`src/rtl/tdc_pkg.sv`:
```
package tdc_pkg;

  typedef enum logic {
    TRK_IDLE = 1'b0,
    TRK_WAIT = 1'b1
  } trk_state_e;

  // majority of three neighbouring taps; removes a lone flipped cell
  function automatic logic maj3(input logic a, input logic b, input logic c);
    return (a & b) | (a & c) | (b & c);
  endfunction

endpackage

```
`src/rtl/tdc_therm_encoder.sv`:
```
module tdc_therm_encoder #(
  parameter int TAPS = 48,
  parameter int CW   = $clog2(TAPS)
) (
  input  logic            clk,
  input  logic            rst_n,
  input  logic [TAPS-1:0] taps_i,
  output logic            found_o,
  output logic [CW-1:0]   code_o
);

  logic [TAPS-1:0] snap_q;
  logic [TAPS-1:0] filt;
  logic [CW-1:0]   code_d;

  always_ff @(posedge clk or negedge rst_n) begin
    if (!rst_n) snap_q <= '0;
    else        snap_q <= taps_i;
  end

  assign filt[0]      = snap_q[0];
  assign filt[TAPS-1] = snap_q[TAPS-1];

  generate
    for (genvar g = 1; g < TAPS-1; g++) begin : g_flt
      assign filt[g] = tdc_pkg::maj3(snap_q[g-1], snap_q[g], snap_q[g+1]);
    end
  endgenerate

  // lowest 1->0 step wins
  always_comb begin
    code_d = '0;
    for (int i = TAPS-1; i >= 1; i--) begin
      if (!filt[i] && filt[i-1]) code_d = CW'(i);
    end
  end

  assign code_o  = code_d;
  assign found_o = filt[0] & ~filt[TAPS-1];

endmodule

```
`src/rtl/tdc_pair_tracker.sv`:
```
module tdc_pair_tracker #(
  parameter int CW      = 6,
  parameter int D0_LOG2 = 5,
  parameter int D_MIN   = 20,
  parameter int D_MAX   = 44,
  parameter int FW      = D0_LOG2 + 2
) (
  input  logic          clk,
  input  logic          rst_n,
  input  logic          found_i,
  input  logic [CW-1:0] code_i,
  output logic          vld_o,
  output logic [CW-1:0] n1_o,
  output logic [CW-1:0] n2_o,
  output logic [FW-1:0] fac_o,
  output logic          cal_o
);
  import tdc_pkg::*;

  localparam int D0 = 1 << D0_LOG2;

  trk_state_e    st_q, st_d;
  logic [CW-1:0] held_q, held_d;
  logic          held_en;
  logic [CW-1:0] dcal_q, dcal_d;
  logic          dcal_en;
  logic          emit;
  logic          vld_q;
  logic [CW-1:0] n1_q, n1_d, n2_q, n2_d;
  logic [FW-1:0] fac_q, fac_d;
  logic          cal_q, cal_d;
  logic [CW-1:0] diff, dsel;
  logic          in_win;

  assign diff   = code_i - held_q;
  assign in_win = (diff >= CW'(D_MIN)) && (diff <= CW'(D_MAX));
  assign dsel   = in_win ? diff : dcal_q;

  always_comb begin
    st_d    = st_q;
    held_d  = held_q;
    held_en = 1'b0;
    dcal_d  = dcal_q;
    dcal_en = 1'b0;
    emit    = 1'b0;
    n1_d    = held_q;
    n2_d    = '0;
    fac_d   = FW'(D0);
    cal_d   = 1'b0;
    case (st_q)
      TRK_IDLE: begin
        if (found_i) begin
          held_d  = code_i;
          held_en = 1'b1;
          st_d    = TRK_WAIT;
        end
      end
      TRK_WAIT: begin
        emit = 1'b1;
        if (found_i && (code_i > held_q)) begin
          n2_d  = code_i;
          fac_d = FW'(2 * D0) - FW'(dsel);
          cal_d = 1'b1;
          if (in_win) begin
            dcal_d  = diff;
            dcal_en = 1'b1;
          end
          st_d = TRK_IDLE;
        end else if (found_i) begin
          held_d  = code_i;
          held_en = 1'b1;
          st_d    = TRK_WAIT;
        end else begin
          st_d = TRK_IDLE;
        end
      end
      default: st_d = TRK_IDLE;
    endcase
  end

  always_ff @(posedge clk or negedge rst_n) begin
    if (!rst_n) begin
      st_q   <= TRK_IDLE;
      held_q <= '0;
      dcal_q <= CW'(D0);
      vld_q  <= 1'b0;
      n1_q   <= '0;
      n2_q   <= '0;
      fac_q  <= '0;
      cal_q  <= 1'b0;
    end else begin
      st_q  <= st_d;
      vld_q <= emit;
      if (held_en) held_q <= held_d;
      if (dcal_en) dcal_q <= dcal_d;
      if (emit) begin
        n1_q  <= n1_d;
        n2_q  <= n2_d;
        fac_q <= fac_d;
        cal_q <= cal_d;
      end
    end
  end

  assign vld_o = vld_q;
  assign n1_o  = n1_q;
  assign n2_o  = n2_q;
  assign fac_o = fac_q;
  assign cal_o = cal_q;

endmodule

```
`src/rtl/tdc_time_corrector.sv`:
```
module tdc_time_corrector #(
  parameter int CW      = 6,
  parameter int FW      = 7,
  parameter int TAP_T   = 64,
  parameter int TW      = 16,
  parameter int D0_LOG2 = 5
) (
  input  logic          clk,
  input  logic          rst_n,
  input  logic          vld_i,
  input  logic [CW-1:0] n1_i,
  input  logic [CW-1:0] n2_i,
  input  logic [FW-1:0] fac_i,
  input  logic          cal_i,
  output logic          vld_o,
  output logic [CW-1:0] n1_o,
  output logic [CW-1:0] n2_o,
  output logic [TW-1:0] time_o,
  output logic          cal_o
);

  localparam int BW = CW + $clog2(TAP_T) + 1;
  localparam int PW = BW + FW;

  // stage A: scale code to time units
  logic          a_vld_q;
  logic [CW-1:0] a_n1_q, a_n2_q;
  logic [FW-1:0] a_fac_q;
  logic          a_cal_q;
  logic [BW-1:0] a_base_q, a_base_d;

  // stage B: series correction and shift
  logic          b_vld_q;
  logic [CW-1:0] b_n1_q, b_n2_q;
  logic          b_cal_q;
  logic [TW-1:0] b_time_q, b_time_d;
  logic [PW-1:0] prod, shifted;

  assign a_base_d = BW'(n1_i) * BW'(TAP_T);
  assign prod     = PW'(a_base_q) * PW'(a_fac_q);
  assign shifted  = prod >> D0_LOG2;

  always_comb begin
    if (shifted > PW'({TW{1'b1}})) b_time_d = '1;
    else                           b_time_d = TW'(shifted);
  end

  always_ff @(posedge clk or negedge rst_n) begin
    if (!rst_n) begin
      a_vld_q  <= 1'b0;
      a_n1_q   <= '0;
      a_n2_q   <= '0;
      a_fac_q  <= '0;
      a_cal_q  <= 1'b0;
      a_base_q <= '0;
      b_vld_q  <= 1'b0;
      b_n1_q   <= '0;
      b_n2_q   <= '0;
      b_cal_q  <= 1'b0;
      b_time_q <= '0;
    end else begin
      a_vld_q <= vld_i;
      b_vld_q <= a_vld_q;
      if (vld_i) begin
        a_n1_q   <= n1_i;
        a_n2_q   <= n2_i;
        a_fac_q  <= fac_i;
        a_cal_q  <= cal_i;
        a_base_q <= a_base_d;
      end
      if (a_vld_q) begin
        b_n1_q   <= a_n1_q;
        b_n2_q   <= a_n2_q;
        b_cal_q  <= a_cal_q;
        b_time_q <= b_time_d;
      end
    end
  end

  assign vld_o  = b_vld_q;
  assign n1_o   = b_n1_q;
  assign n2_o   = b_n2_q;
  assign time_o = b_time_q;
  assign cal_o  = b_cal_q;

endmodule

```
`src/rtl/tdc_dual_capture.sv`:
```
module tdc_dual_capture #(
  parameter int TAPS    = 48,
  parameter int TAP_T   = 64,
  parameter int D0_LOG2 = 5,
  parameter int D_MIN   = 20,
  parameter int D_MAX   = 44,
  parameter int TW      = 16,
  parameter int CW      = $clog2(TAPS)
) (
  input  logic            clk,
  input  logic            rst_n,
  input  logic [TAPS-1:0] taps_i,
  output logic            valid_o,
  output logic [CW-1:0]   n1_o,
  output logic [CW-1:0]   n2_o,
  output logic [TW-1:0]   time_o,
  output logic            calib_o
);

  localparam int FW = D0_LOG2 + 2;

  logic [1:0]    rsync_q;
  logic          rst_s;
  logic          found;
  logic [CW-1:0] code;
  logic          p_vld, p_cal;
  logic [CW-1:0] p_n1, p_n2;
  logic [FW-1:0] p_fac;

  always_ff @(posedge clk or negedge rst_n) begin
    if (!rst_n) rsync_q <= 2'b00;
    else        rsync_q <= {rsync_q[0], 1'b1};
  end
  assign rst_s = rsync_q[1];

  tdc_therm_encoder #(.TAPS(TAPS), .CW(CW)) u_enc (
    .clk     (clk),
    .rst_n   (rst_s),
    .taps_i  (taps_i),
    .found_o (found),
    .code_o  (code)
  );

  tdc_pair_tracker #(
    .CW(CW), .D0_LOG2(D0_LOG2), .D_MIN(D_MIN), .D_MAX(D_MAX), .FW(FW)
  ) u_trk (
    .clk     (clk),
    .rst_n   (rst_s),
    .found_i (found),
    .code_i  (code),
    .vld_o   (p_vld),
    .n1_o    (p_n1),
    .n2_o    (p_n2),
    .fac_o   (p_fac),
    .cal_o   (p_cal)
  );

  tdc_time_corrector #(
    .CW(CW), .FW(FW), .TAP_T(TAP_T), .TW(TW), .D0_LOG2(D0_LOG2)
  ) u_cor (
    .clk    (clk),
    .rst_n  (rst_s),
    .vld_i  (p_vld),
    .n1_i   (p_n1),
    .n2_i   (p_n2),
    .fac_i  (p_fac),
    .cal_i  (p_cal),
    .vld_o  (valid_o),
    .n1_o   (n1_o),
    .n2_o   (n2_o),
    .time_o (time_o),
    .cal_o  (calib_o)
  );

endmodule

```
`config.mk`:
```
export PLATFORM = sky130hd
export DESIGN_NAME = tdc_dual_capture
export DESIGN_NICKNAME = d
export VERILOG_FILES = /design/src/rtl/tdc_pkg.sv /design/src/rtl/tdc_therm_encoder.sv /design/src/rtl/tdc_pair_tracker.sv /design/src/rtl/tdc_time_corrector.sv /design/src/rtl/tdc_dual_capture.sv
export SDC_FILE = /design/constraint.sdc
export NUM_CORES = 1
export LEC_CHECK = 0
export ABC_CLOCK_PERIOD_IN_PS = 5400
export BUFFER_PORTS_ARGS = -buffer_cell sky130_fd_sc_hd__buf_2
export CAP_MARGIN = 40
export CORE_MARGIN = 5
export CORE_UTILIZATION = 60
export DETAILED_ROUTE_END_ITERATION = 10
export PLACE_DENSITY = 0.91
export SETUP_SLACK_MARGIN = 0.02
export SLEW_MARGIN = 5
export SYNTH_ARGS = -nofsm -noshare
export SYNTH_HDL_FRONTEND = slang
export SYNTH_SLANG_ARGS = --single-unit
```
`constraint.sdc`:
```
create_clock -name clk -period 5.4 [get_ports clk]
set_clock_uncertainty 0.2 [all_clocks]
set_input_delay 0.54 -clock clk [delete_from_list [all_inputs] [get_ports clk]]
set_output_delay 0.54 -clock clk [all_outputs]
set_load 0.02 [all_outputs]
```
==> flow_summary.toml <==
[critical_path]
slowest_delay_ns = 0.52
crit_buf_inv = 4
start_kind = "flop"
crit_family = "compound AO/OA/AOI/OAI gates"
reg2reg_depth = 28
endpoint_kind = "flop"
arrival_ns = 5.97
reg2reg_from = "u_enc.snap_q[39]"
cpMaxStageDelayCell = "or4b_4"
path_class = "flop to flop"
crit_fanout = 5
cp.required_ns = 5.49
ff2ff_setup_slack_ns = -0.47
r2r_end = "u_trk.fac_o[4]"

[timing]
hold_violations = 0
slew_viol_final = 0
tns_ns = -1.33
finalSetupViolCount = 4
max_slew_margin = 0.426
layout_setup_ws_ns = -0.471
tightest_slew_ns = 0.861
fmax_mhz = 170
layout_min_cycle_time_ns = 5.87
rsz0062_at_grt = "yes"
hold_ws_ns = 0.00586
timing.final.crit_share = 1.09

[min_path]
hp-class = "primary input to flop"
hold_depth = 1
min_to = "u_enc.snap_q[35]"
hp-start = "taps_i[35]"

[synth]
ys_top_cells_by_area = "dfrtp_1 (40%), mux2_2 (7.6%), fa_1 (5.2%), ha_1 (4.2%), inv_1 (2.7%)"
synth-seq-area-share = 0.407
synth_top_cell_by_area = "dfrtp_1"
synth-main-ff-cell = "dfrtp_1"
synth_area_per_cell_um2 = 10.6
yosysUniqueCellTypes = 88
synth_top_area_share = 0.403
syn_inst = 767
async_flop_share = 1.00
synth_edf_count = 0
ys_ff_latch = 132
syn_area_um2 = 8130
yosys_warnings = 0

[clock_tree]
clockBufferDepth = 2
root_buffer = "clkbuf_16"
clock-sinks = 132
worst_skew_pair.late_latency_ns = 0.43
cts_buffers = 17
path_clk_slew_ns = 0.07
cts_max_level = 4
cts_tree = "built"

[place]
post_dp_cell_area_um2 = 9070
hpwlAfterDp_um = 13300
io_buffers = 76
post-place-ws_ns = -0.554
place_congestion = 0.921

[pwr]
internal_power_uw = 2880
power_density_nw_per_um2 = 460
ir_worst_vdd_v = 0.000253
combPwrFrac = 0.465
switching_share = 0.391
p_switching_uw = 1850
totalPowerFinal_uw = 4730
seqPwrFrac = 0.300
power_frac_clock = 0.235
p_leak_uw = 0.00489

[route]
wire_per_inst_um = 20.2
routed_wl_um = 22500
ant_nets = 0
num_vias = 7082
route.detailed.drc = 0
routed_via_density = 6.35
dr.first_iter.drc_count = 860
dr.pass1.iters = 5

[global_route]
track_usage = 0.267
antenna_found_initial = 0
grt_pass1_vias = 7037
grt_overflow = 0
grt_pass1_wl_um = 34500
grt_max_degree = 69

[finish]
drive_gt1_frac = 0.349
area_growth_pct = 26.4
final_common_cell = "dfrtp_1"
fin_nets = 1024
diodes = 0
most-common-layout-cells = "dfrtp_1 (126), buf_4 (77), buf_2 (76)"
final_area_um2 = 10300

[floorplan]
die_h_um = 126
dieArea_um2 = 16000
io_pins = 80
die_x_um = 126
fp.coreArea_um2 = 13200
row_count = 42
initial_core_util = 0.614

[flow_run]
cap_violations = 0

[outcome]
violations = "negative setup slack"
status = "complete, but fails checks"
==> cells by family (layout without fill, tap and decap cells) <==
| logic type | after synthesis | count (layout) | synth area share |
|---|---|---|---|
| AOI/OAI and AO/OA | 163 | 163 | 0.151 |
| xor gates and xnor gates | 40 | 40 | 0.0463 |
| adders and majority gates | 49 | 49 | 0.0947 |
| buffers and inverters | 95 | 265 | 0.0486 |
| DFF | 132 | 132 | 0.407 |
| muxes | 65 | 65 | 0.0885 |
| other | 2 | 4 | 0.000924 |
| and+or+nand+nor | 221 | 221 | 0.163 |
==> worst register-to-register path, delay by kind of cell, from the launching register on <==
kind	cells	cell delay, ns
compound gates	13	2.01
fa+ha+maj	2	0.52
buf+inv	4	0.43
flops	1	0.46
mux	1	0.27
simple gates	8	1.84
==> layer usage <==
metal | GRT usage | vias up | routed length, µm
met5 | 0 | - | 0
met2 | 0.441 | 451 | 10600
met1 | 0.334 | 3433 | 8580
met3 | 0.0546 | 147 | 1890
met4 | 0.136 | 0 | 1390
li1 | - | 3051 | -
==> worst max path at each step <==
stage | startpoint | to | slack, ns | cells after the start
6_report | u_enc.snap_q[39] | u_trk.fac_o[4] | -0.47 | 28
5_1_grt | u_enc.snap_q[39] | u_trk.fac_o[4] | -0.65 | 28
4_1_cts | u_enc.snap_q[39] | u_trk.fac_o[4] | -0.17 | 28
3_5_place_dp | u_enc.snap_q[44] | u_trk.fac_o[4] | -0.55 | 27
3_3_place_gp | u_enc.snap_q[44] | u_trk.fac_o[4] | -0.17 | 27
2_1_floorplan | u_enc.snap_q[42] | u_trk.fac_o[4] | -0.14 | 29
==> timing repair <==
action                                  4_1_cts  5_1_grt
buffers inserted                             34        8
endpoints found under the setup margin        3       10
resized for setup                            49       26
hold buffers                                  1        0
pin swaps                                    29       10
hold endpoints to repair                      2        0
==> per-stage QoR <==
| step | cells | util |
|---|---|---|
| after floorplan | 769 | - |
| after global placement | 1043 | 0.683 |
| after detailed placement | 1044 | 0.685 |
| after CTS | 1110 | 0.762 |
| after global routing | 1115 | 0.776 |
| final | 1115 | 0.776 |
==> cells in the mapped netlist, types with 8 or more instances <==
library cell	number
dfrtp_1	131
inv_1	59
mux2_2	55
nand2_1	37
nor2_1	33
nand2b_1	30
ha_1	27
a21oi_1	26
o21ai_0	26
xnor2_1	25
and2_1	24
fa_1	21
clkbuf_1	16
nor2b_1	14
buf_2	13
xor2_1	13
mux2i_1	10
nand3_1	10
nor3_1	10
nor3b_1	10
nand3b_1	9
nand4bb_1	9
a21o_1	8
and3_1	8
o21bai_1	8
==> cell type report <==
type	count	area (µm²)
multi-input combinational	542	4740
inverter	59	224
sequential	132	3310
fill	705	2970
clock inverter	12	119
timing repair buffer	174	1210
tap	176	220
clock buffer	20	447
==> power by group through the flow <==
stage | sequential (µW) | clock [µW] | combinational [µW]
finish | 1420 | 1110 | 2200
detailed placement | 1410 | 0 | 1780
global route | 1440 | 1170 | 2350
global placement | 1390 | 0 | 1690
floorplan | 1390 | 0 | 1210
CTS | 1400 | 1120 | 2010
==> state kept, by name (all words and copies together), names as in the netlist, 2 cells and up <==
signal         cells
u_cor.time_o      13
u_trk.n1_o         6
u_trk.fac_o        7
u_cor.a_n2_q       6
u_cor.n1_o         6
u_trk.dcal_q       6
u_trk.n2_o         6
u_cor.n2_o         6
u_cor.a_n1_q       6
u_cor.a_fac_q      7
u_enc.snap_q      48
rsync_q            2
u_trk.held_q       6
Note: power is estimated with default switching activity, not from simulation.
